<file path="src/rtl/idx_xfer_pkg.sv">
package idx_xfer_pkg;

    localparam int ADDR_W      = 12;
    localparam int DATA_W      = 8;
    localparam int RSEL_W      = 4;
    localparam int DIGITS      = 3;
    localparam int GLYPH_BYTES = 5;
    localparam int GLYPH_BASE  = 0;

    typedef enum logic [2:0] {
        OP_SET   = 3'd0,
        OP_ADD   = 3'd1,
        OP_GLYPH = 3'd2,
        OP_BCD   = 3'd3,
        OP_STORE = 3'd4,
        OP_LOAD  = 3'd5
    } cmd_op_e;

    typedef enum logic [2:0] {
        IX_HOLD,
        IX_SET,
        IX_ADD,
        IX_GLYPH,
        IX_STEP
    } idx_act_e;

    typedef enum logic [1:0] {
        ST_IDLE,
        ST_BCD,
        ST_STORE,
        ST_LOAD
    } seq_state_e;

    typedef struct packed {
        cmd_op_e            op;
        logic [RSEL_W-1:0]  rsel;
        logic [DATA_W-1:0]  val;
        logic [ADDR_W-1:0]  addr;
    } cmd_t;

    function automatic logic op_legal(input logic [2:0] code);
        return code <= 3'd5;
    endfunction

endpackage

</file>
<file path="src/rtl/idx_bcd_conv.sv">
module idx_bcd_conv #(
    parameter int DW = idx_xfer_pkg::DATA_W,
    parameter int ND = idx_xfer_pkg::DIGITS
) (
    input  logic [DW-1:0]       bin_i,
    output logic [ND-1:0][3:0]  dig_o
);
    localparam int SW = ND * 4 + DW;

    logic [DW:0][SW-1:0]   stg;
    logic [DW-1:0][SW-1:0] adj;

    assign stg[0] = {{(ND*4){1'b0}}, bin_i};

    for (genvar i = 0; i < DW; i++) begin : g_step
        assign adj[i][DW-1:0] = stg[i][DW-1:0];
        for (genvar d = 0; d < ND; d++) begin : g_dig
            assign adj[i][DW+4*d +: 4] = (stg[i][DW+4*d +: 4] >= 4'd5)
                                       ? stg[i][DW+4*d +: 4] + 4'd3
                                       : stg[i][DW+4*d +: 4];
        end
        assign stg[i+1] = {adj[i][SW-2:0], 1'b0};
    end

    assign dig_o = stg[DW][SW-1:DW];

    always_comb begin
        for (int d = 0; d < ND; d++) begin
            assert_digit_range_R2: assert (dig_o[d] <= 4'd9);
        end
    end

endmodule

</file>
<file path="src/rtl/idx_ptr_unit.sv">
module idx_ptr_unit
    import idx_xfer_pkg::*;
#(
    parameter int AW = ADDR_W,
    parameter int DW = DATA_W,
    parameter int OW = RSEL_W
) (
    input  logic            clk,
    input  logic            rst,
    input  idx_act_e        act_i,
    input  logic [AW-1:0]   set_addr_i,
    input  logic [DW-1:0]   val_i,
    input  logic [OW-1:0]   offset_i,
    output logic [AW-1:0]   idx_o,
    output logic [AW-1:0]   addr_o
);
    localparam logic [AW-1:0] G_BASE   = AW'(GLYPH_BASE);
    localparam logic [AW-1:0] G_STRIDE = AW'(GLYPH_BYTES);

    logic [AW-1:0] idx_q;
    logic [AW-1:0] glyph_addr;

    assign glyph_addr = G_BASE + G_STRIDE * AW'(val_i[3:0]);

    always_ff @(posedge clk) begin
        if (rst) begin
            idx_q <= '0;
        end else begin
            case (act_i)
                IX_SET:   idx_q <= set_addr_i;
                IX_ADD:   idx_q <= idx_q + AW'(val_i);
                IX_GLYPH: idx_q <= glyph_addr;
                IX_STEP:  idx_q <= idx_q + AW'(1);
                default:  idx_q <= idx_q;
            endcase
        end
    end

    assign idx_o  = idx_q;
    assign addr_o = idx_q + AW'(offset_i);

    assert_glyph_grid_R5: assert property (@(posedge clk) disable iff (rst)
        (act_i == IX_GLYPH) |=>
            ((int'(idx_q) - GLYPH_BASE) % GLYPH_BYTES == 0) &&
            (int'(idx_q) < GLYPH_BASE + 16 * GLYPH_BYTES));

    assert_step_wrap_R8: assert property (@(posedge clk) disable iff (rst)
        (act_i == IX_STEP && idx_q == '1) |=> (idx_q == '0));

endmodule

</file>
<file path="src/rtl/idx_seq_ctl.sv">
module idx_seq_ctl
    import idx_xfer_pkg::*;
#(
    parameter int AW = ADDR_W,
    parameter int DW = DATA_W,
    parameter int RW = RSEL_W,
    parameter int ND = DIGITS
) (
    input  logic                clk,
    input  logic                rst,
    input  logic                cmd_valid_i,
    input  cmd_t                cmd_i,
    input  logic [ND-1:0][3:0]  dig_i,
    input  logic [AW-1:0]       idx_i,
    input  logic [DW-1:0]       mem_rdata_i,
    input  logic [DW-1:0]       rf_rdata_i,
    output idx_act_e            act_o,
    output logic [RW-1:0]       offset_o,
    output logic                mem_we_o,
    output logic                mem_re_o,
    output logic [DW-1:0]       mem_wdata_o,
    output logic [RW-1:0]       rf_raddr_o,
    output logic                rf_we_o,
    output logic [RW-1:0]       rf_waddr_o,
    output logic [DW-1:0]       rf_wdata_o,
    output logic                busy_o,
    output logic                done_o,
    output logic                warn_o
);
    localparam int CW = (ND > 1) ? $clog2(ND) : 1;

    seq_state_e          state_q;
    logic [RW-1:0]       cnt_q;
    logic [RW-1:0]       last_q;
    logic [ND-1:0][3:0]  dig_q;
    logic                done_q;
    logic                warn_q;
    logic                accept;
    logic                burst_end;
    logic [CW-1:0]       dsel;

    assign accept    = cmd_valid_i && (state_q == ST_IDLE) && op_legal(cmd_i.op);
    assign burst_end = (state_q != ST_IDLE) && (cnt_q == last_q);
    assign dsel      = CW'(ND - 1) - cnt_q[CW-1:0];

    always_comb begin
        act_o = IX_HOLD;
        if (accept) begin
            case (cmd_i.op)
                OP_SET:   act_o = IX_SET;
                OP_ADD:   act_o = IX_ADD;
                OP_GLYPH: act_o = IX_GLYPH;
                default:  act_o = IX_HOLD;
            endcase
        end else if (state_q == ST_STORE || state_q == ST_LOAD) begin
            act_o = IX_STEP;
        end
    end

    always_comb begin
        mem_we_o    = 1'b0;
        mem_re_o    = 1'b0;
        mem_wdata_o = '0;
        rf_we_o     = 1'b0;
        offset_o    = '0;
        case (state_q)
            ST_BCD: begin
                mem_we_o    = 1'b1;
                mem_wdata_o = DW'(dig_q[dsel]);
                offset_o    = cnt_q;
            end
            ST_STORE: begin
                mem_we_o    = 1'b1;
                mem_wdata_o = rf_rdata_i;
            end
            ST_LOAD: begin
                mem_re_o = 1'b1;
                rf_we_o  = 1'b1;
            end
            default: ;
        endcase
    end

    assign rf_raddr_o = cnt_q;
    assign rf_waddr_o = cnt_q;
    assign rf_wdata_o = mem_rdata_i;
    assign busy_o     = (state_q != ST_IDLE);
    assign done_o     = done_q;
    assign warn_o     = warn_q;

    always_ff @(posedge clk) begin
        if (rst) begin
            state_q <= ST_IDLE;
            cnt_q   <= '0;
            last_q  <= '0;
            dig_q   <= '0;
            done_q  <= 1'b0;
            warn_q  <= 1'b0;
        end else begin
            done_q <= 1'b0;
            warn_q <= 1'b0;
            if (accept) begin
                cnt_q <= '0;
                case (cmd_i.op)
                    OP_SET, OP_ADD: done_q <= 1'b1;
                    OP_GLYPH: begin
                        done_q <= 1'b1;
                        warn_q <= (cmd_i.val[DW-1:4] != '0);
                    end
                    OP_BCD: begin
                        state_q <= ST_BCD;
                        last_q  <= RW'(ND - 1);
                        dig_q   <= dig_i;
                    end
                    OP_STORE: begin
                        state_q <= ST_STORE;
                        last_q  <= cmd_i.rsel;
                    end
                    OP_LOAD: begin
                        state_q <= ST_LOAD;
                        last_q  <= cmd_i.rsel;
                    end
                    default: ;
                endcase
            end else if (state_q != ST_IDLE) begin
                if (burst_end) begin
                    state_q <= ST_IDLE;
                    done_q  <= 1'b1;
                end else begin
                    cnt_q <= cnt_q + RW'(1);
                end
            end
        end
    end

    assert_done_idle_R9: assert property (@(posedge clk) disable iff (rst)
        done_o |-> !busy_o);

    assert_write_in_burst_R9: assert property (@(posedge clk) disable iff (rst)
        (mem_we_o || rf_we_o) |-> busy_o);

    assert_bcd_index_hold_R2: assert property (@(posedge clk) disable iff (rst)
        (state_q == ST_BCD) |=> (idx_i == $past(idx_i)));

    assert_range_step_R3: assert property (@(posedge clk) disable iff (rst)
        (state_q == ST_STORE || state_q == ST_LOAD) |=> (idx_i == AW'($past(idx_i) + 1)));

    assert_load_no_mem_write_R4: assert property (@(posedge clk) disable iff (rst)
        rf_we_o |-> !mem_we_o);

    assert_warn_with_done_R5: assert property (@(posedge clk) disable iff (rst)
        warn_o |-> done_o);

endmodule

</file>
<file path="src/rtl/idx_xfer_seq.sv">
module idx_xfer_seq
    import idx_xfer_pkg::*;
(
    input  logic        clk,
    input  logic        rst,
    input  logic        cmd_valid,
    input  logic [2:0]  cmd_op,
    input  logic [3:0]  cmd_reg,
    input  logic [7:0]  cmd_val,
    input  logic [11:0] cmd_addr,
    output logic [11:0] mem_addr,
    output logic        mem_we,
    output logic [7:0]  mem_wdata,
    output logic        mem_re,
    input  logic [7:0]  mem_rdata,
    output logic [3:0]  rf_raddr,
    input  logic [7:0]  rf_rdata,
    output logic        rf_we,
    output logic [3:0]  rf_waddr,
    output logic [7:0]  rf_wdata,
    output logic        busy,
    output logic        done,
    output logic        glyph_warn,
    output logic [11:0] index_q
);
    cmd_t                    cmd;
    idx_act_e                act;
    logic [RSEL_W-1:0]       offset;
    logic [DIGITS-1:0][3:0]  digits;

    assign cmd.op   = cmd_op_e'(cmd_op);
    assign cmd.rsel = cmd_reg;
    assign cmd.val  = cmd_val;
    assign cmd.addr = cmd_addr;

    idx_bcd_conv #(.DW(DATA_W), .ND(DIGITS)) u_bcd (
        .bin_i (cmd_val),
        .dig_o (digits)
    );

    idx_seq_ctl #(.AW(ADDR_W), .DW(DATA_W), .RW(RSEL_W), .ND(DIGITS)) u_ctl (
        .clk         (clk),
        .rst         (rst),
        .cmd_valid_i (cmd_valid),
        .cmd_i       (cmd),
        .dig_i       (digits),
        .idx_i       (index_q),
        .mem_rdata_i (mem_rdata),
        .rf_rdata_i  (rf_rdata),
        .act_o       (act),
        .offset_o    (offset),
        .mem_we_o    (mem_we),
        .mem_re_o    (mem_re),
        .mem_wdata_o (mem_wdata),
        .rf_raddr_o  (rf_raddr),
        .rf_we_o     (rf_we),
        .rf_waddr_o  (rf_waddr),
        .rf_wdata_o  (rf_wdata),
        .busy_o      (busy),
        .done_o      (done),
        .warn_o      (glyph_warn)
    );

    idx_ptr_unit #(.AW(ADDR_W), .DW(DATA_W), .OW(RSEL_W)) u_ptr (
        .clk        (clk),
        .rst        (rst),
        .act_i      (act),
        .set_addr_i (cmd_addr),
        .val_i      (cmd_val),
        .offset_i   (offset),
        .idx_o      (index_q),
        .addr_o     (mem_addr)
    );

    assert_illegal_ignored_R10: assert property (@(posedge clk) disable iff (rst)
        (cmd_valid && cmd_op > 3'd5 && !busy) |=> (!done && $stable(index_q)));

    assert_reset_quiet_R1: assert property (@(posedge clk)
        rst |=> (index_q == '0 && !busy && !done && !glyph_warn));

endmodule

</file>
<file path="config.mk">
export PLATFORM = sky130hd
export DESIGN_NAME = idx_xfer_seq
export DESIGN_NICKNAME = d
export VERILOG_FILES = /design/src/rtl/idx_xfer_pkg.sv /design/src/rtl/idx_bcd_conv.sv /design/src/rtl/idx_ptr_unit.sv /design/src/rtl/idx_seq_ctl.sv /design/src/rtl/idx_xfer_seq.sv
export SDC_FILE = /design/constraint.sdc
export NUM_CORES = 1
export LEC_CHECK = 0
export CORE_ASPECT_RATIO = 0.7
export CORE_MARGIN = 5
export CORE_UTILIZATION = 44
export DETAILED_ROUTE_END_ITERATION = 12
export HOLD_SLACK_MARGIN = 0.15
export PLACE_DENSITY = 0.78
export SLEW_MARGIN = 10
export SYNTH_ARGS = -nofsm -noshare
export SYNTH_HDL_FRONTEND = slang
export SYNTH_SLANG_ARGS = --single-unit
</file>
<file path="constraint.sdc">
create_clock -name clk -period 5 [get_ports clk]
set_input_delay 1 -clock clk [delete_from_list [all_inputs] [get_ports clk]]
set_output_delay 1 -clock clk [all_outputs]
set_load 0.02 [all_outputs]
</file>
==> flow_summary.ini <==
[status]
outcome = finished, final reports clean

[global_routing]
grt_use_total_pct = 22.0
grt_pass1_vias = 3762
grt_max_degree = 24
grt-ovfl-total = 0
antenna_found_initial = 0
grt_pass1_wl_mm = 17.9

[clock_tree]
cts_root_buf = clkbuf_16
htreeDepth = 2
cts_hold_buffers = 0
clk_transition_reported_paths_ns = 0.06
clock_latency_ns = 0.28
clock_path_buffers = 2
cts_tree = yes
cts_made_buffers = 5
cts_sinks = 34

[setup_path]
crit_path_max_fanout = 6
worstSetupPathType = in -> reg
crit_path_cell_trace = clkdlybuf4s50_1 > inv_1 > ha_1 > or2_4 > nand2_2 > xnor2_2 > ha_2 > nand2b_4 > a32oi_4 > xnor2_2 > inv_2 > ha_4 > nand2b_4 > nand2_2 > a21oi_1 > a211o_1 > o211ai_1 > o211ai_4 > or3b_1 > a31o_1 > a311oi_2
cp-start-kind = input port
crit_family = compound AO/OA/AOI/OAI gates
cp-end-kind = flip-flop
worstPathArrival_ns = 5.02
crit_buf_inv = 3
critPathMaxStageDelay_ns = 0.48
cp_slowest_cell = clkdlybuf4s50_1
required_ns = 5.18

[synthesis]
synth_cells = 459
synth_compound_gate_area_share_pct = 27.4
synth_area_leaders = dfxtp_1 19%, ha_1 10%, nor2_1 5.3%
synth_xor_area_share_pct = 6.23
synth_fa_ha_area_share_pct = 12.0
synth_warnings = 0
synthMostInstantiatedCell = nor2_1
syn_area_um2 = 3520
synth_top_family_by_area = compound AO/OA/AOI/OAI gates
yosys.area_share.simple_pct = 24.2
async_flop_share_pct = 0
yosys-mux-area-fraction_pct = 3.66
synthTopCellsByCount = 50 x nor2_1, 35 x a21oi_1, 34 x dfxtp_1, 34 x nand2_1, 29 x ha_1
synth_edf_count = 0
ys_dominant_reg_cell = dfxtp_1
syn_area_per_cell_um2 = 7.66
synth_nets = 537
yosysTopAreaCell = dfxtp_1
synthDistinctLibCells = 79
ys_ff_latch = 34
yosysSeqAreaShare_pct = 19.4
synth_top_area_share_pct = 19.4

[route]
via_per_inst = 5.81
routed_wl_mm = 11.2
wire_per_inst_um = 16.7
vias = 3892
ant_nets = 0
dr.pass1.iters = 7
first_iter_violations = 226
drc_errors = 0

[place]
dp_hpwl_mm = 8.62
gp_congestion = 0.915
io_buffers = 83
place_inst = 658

[cells_and_area]
fin_cells = 670
drive_above_1_share_pct = 17.9
fillCellCount = 679
multi_input_area_um2 = 2770
area_growth_pct = 43.8
utilization_pct = 64.5
antenna_cells = 0
seq_area_um2 = 681
nets = 646

[die]
die_h_um = 84.8
die_x_um = 117
die_area_um2 = 9910
rows = 27
initial_utilization_pct = 44.9
io_pins = 100
coreArea_um2 = 7840

[sta]
layout_min_cycle_time_ns = 4.84
slew_headroom_pct = 39.6
period_share_pct = 96.7
setup_violations = 0
drv_slew = 0
skew_ns = 0.00373
worstMarginPinSlew_ns = 0.902
final_hold_viol_count = 0
fmax_mhz = 207

[power]
peakVddDrop_uv = 160
power.density_nw_per_um2 = 272
p_leak_nw = 2.04

[job]
maxCapViolations = 0

[worst_hold_path]
hold_path_class = reg -> reg
metrics by stage:
step / setup TNS (ns) / total power [mW] / hold WS [ns] / setup slack [ns] / cell area [um2]
after floorplan: 0 / 0.671 / 0.436 / 0.0149 / 3520
after global placement: -0.662 / 0.881 / 0.443 / -0.200 / 4650
after detailed placement: -1.64 / 0.892 / 0.460 / -0.331 / 4650
after CTS: 0 / 1.32 / 0.469 / 0.0200 / 4860
after global routing: -0.0291 / 1.45 / 0.501 / -0.0291 / 5060
final: 0 / 1.38 / 0.465 / 0.164 / 5060
report_power, final:
| part | switching, mW | internal [mW] | total (mW) |
|---|---|---|---|
| clock network | 0.120 | 0.299 | 0.419 |
| registers | 0.0232 | 0.288 | 0.311 |
| logic | 0.332 | 0.315 | 0.647 |
| total | 0.475 | 0.902 | 1.38 |
state kept, by name (all words and copies together) (netlist names):
register / flops
u_ctl.dig_q: 10
u_ctl.rf_raddr_o: 4
u_ctl.last_q: 4
u_ptr.idx_o: 12
u_ctl.done_o: 1
u_ctl.state_q: 2
u_ctl.warn_o: 1
path summary, 6_finish.rpt:
| kind | startpoint | endpoint | slack (ns) | depth (start not counted) |
|---|---|---|---|---|
| worst max-delay path | cmd_val[6] | u_ctl.dig_q[5] | 0.16 | 21 |
| worst min register to register | u_ctl.dig_q[0] | u_ctl.dig_q[0] | 0.46 | 2 |
| worst max register to register | u_ctl.state_q[0] | u_ptr.idx_o[8] | 1.14 | 16 |
| worst min-delay path | u_ctl.dig_q[0] | u_ctl.dig_q[0] | 0.46 | 2 |
metal layers:
metal | wire length, um | vias to the layer above | track usage (%)
li1 | - | 1902 | -
met1 | 5070 | 1831 | 30.6
met2 | 5130 | 150 | 34.9
met3 | 917 | 9 | 5.12
met4 | 63 | 0 | 4.17
met5 | 0 | - | 0
area by class of cell:
class,instances,share of cell area (%)
multi-input combinational,373,54.8
timing repair buffer,132,23.7
sequential,34,13.5
clock buffer,6,2.75
tap,101,2.50
inverter,22,1.63
clock inverter,2,1.19
layout by cell type (no fill, tap or decap), types with 5 or more instances in the layout:
| cell type | n |
|---|---|
| clkdlybuf4s50_1 | 83 |
| nor2_1 | 50 |
| buf_4 | 49 |
| dfxtp_1 | 34 |
| nand2_1 | 31 |
| a21oi_1 | 31 |
| ha_1 | 23 |
| o21ai_0 | 20 |
| nand3_1 | 19 |
| inv_1 | 18 |
| nor3_1 | 13 |
| xnor2_1 | 12 |
| xor2_1 | 10 |
| mux2i_1 | 8 |
| a211oi_1 | 7 |
| nor2b_1 | 6 |
| and3_1 | 6 |
| and2_1 | 5 |
| a21o_1 | 5 |
| nand2b_1 | 5 |
| o211ai_1 | 5 |
| a311oi_1 | 5 |
| clkbuf_16 | 5 |
worst reg2reg max path, delay by kind of cell, from the launching register on:
kind,cells,cell delay (ns)
buffers and inverters,1,0.10
AND/OR/NAND/NOR,4,0.56
adder cells (fa/ha/maj),2,0.57
flip-flops,1,0.38
AO/OA/AOI/OAI,9,2.11
cells by family (layout without fill, tap and decap cells):
group | after synthesis | count (layout)
AOI/OAI and AO/OA | 135 | 135
adders and majority gates | 32 | 32
buffers and inverters | 52 | 162
and+or+nand+nor | 170 | 170
DFF | 34 | 34
muxes | 11 | 11
xor gates and xnor gates | 25 | 25
repair_timing:
action / 4_1_cts / 5_1_grt
gates resized for setup: 3 / 32
setup buffers: 0 / 4
setup endpoints to repair: 3 / 8
gates cloned: 0 / 0
pin swaps: 1 / 10
Power figures use the tool's default switching activity.
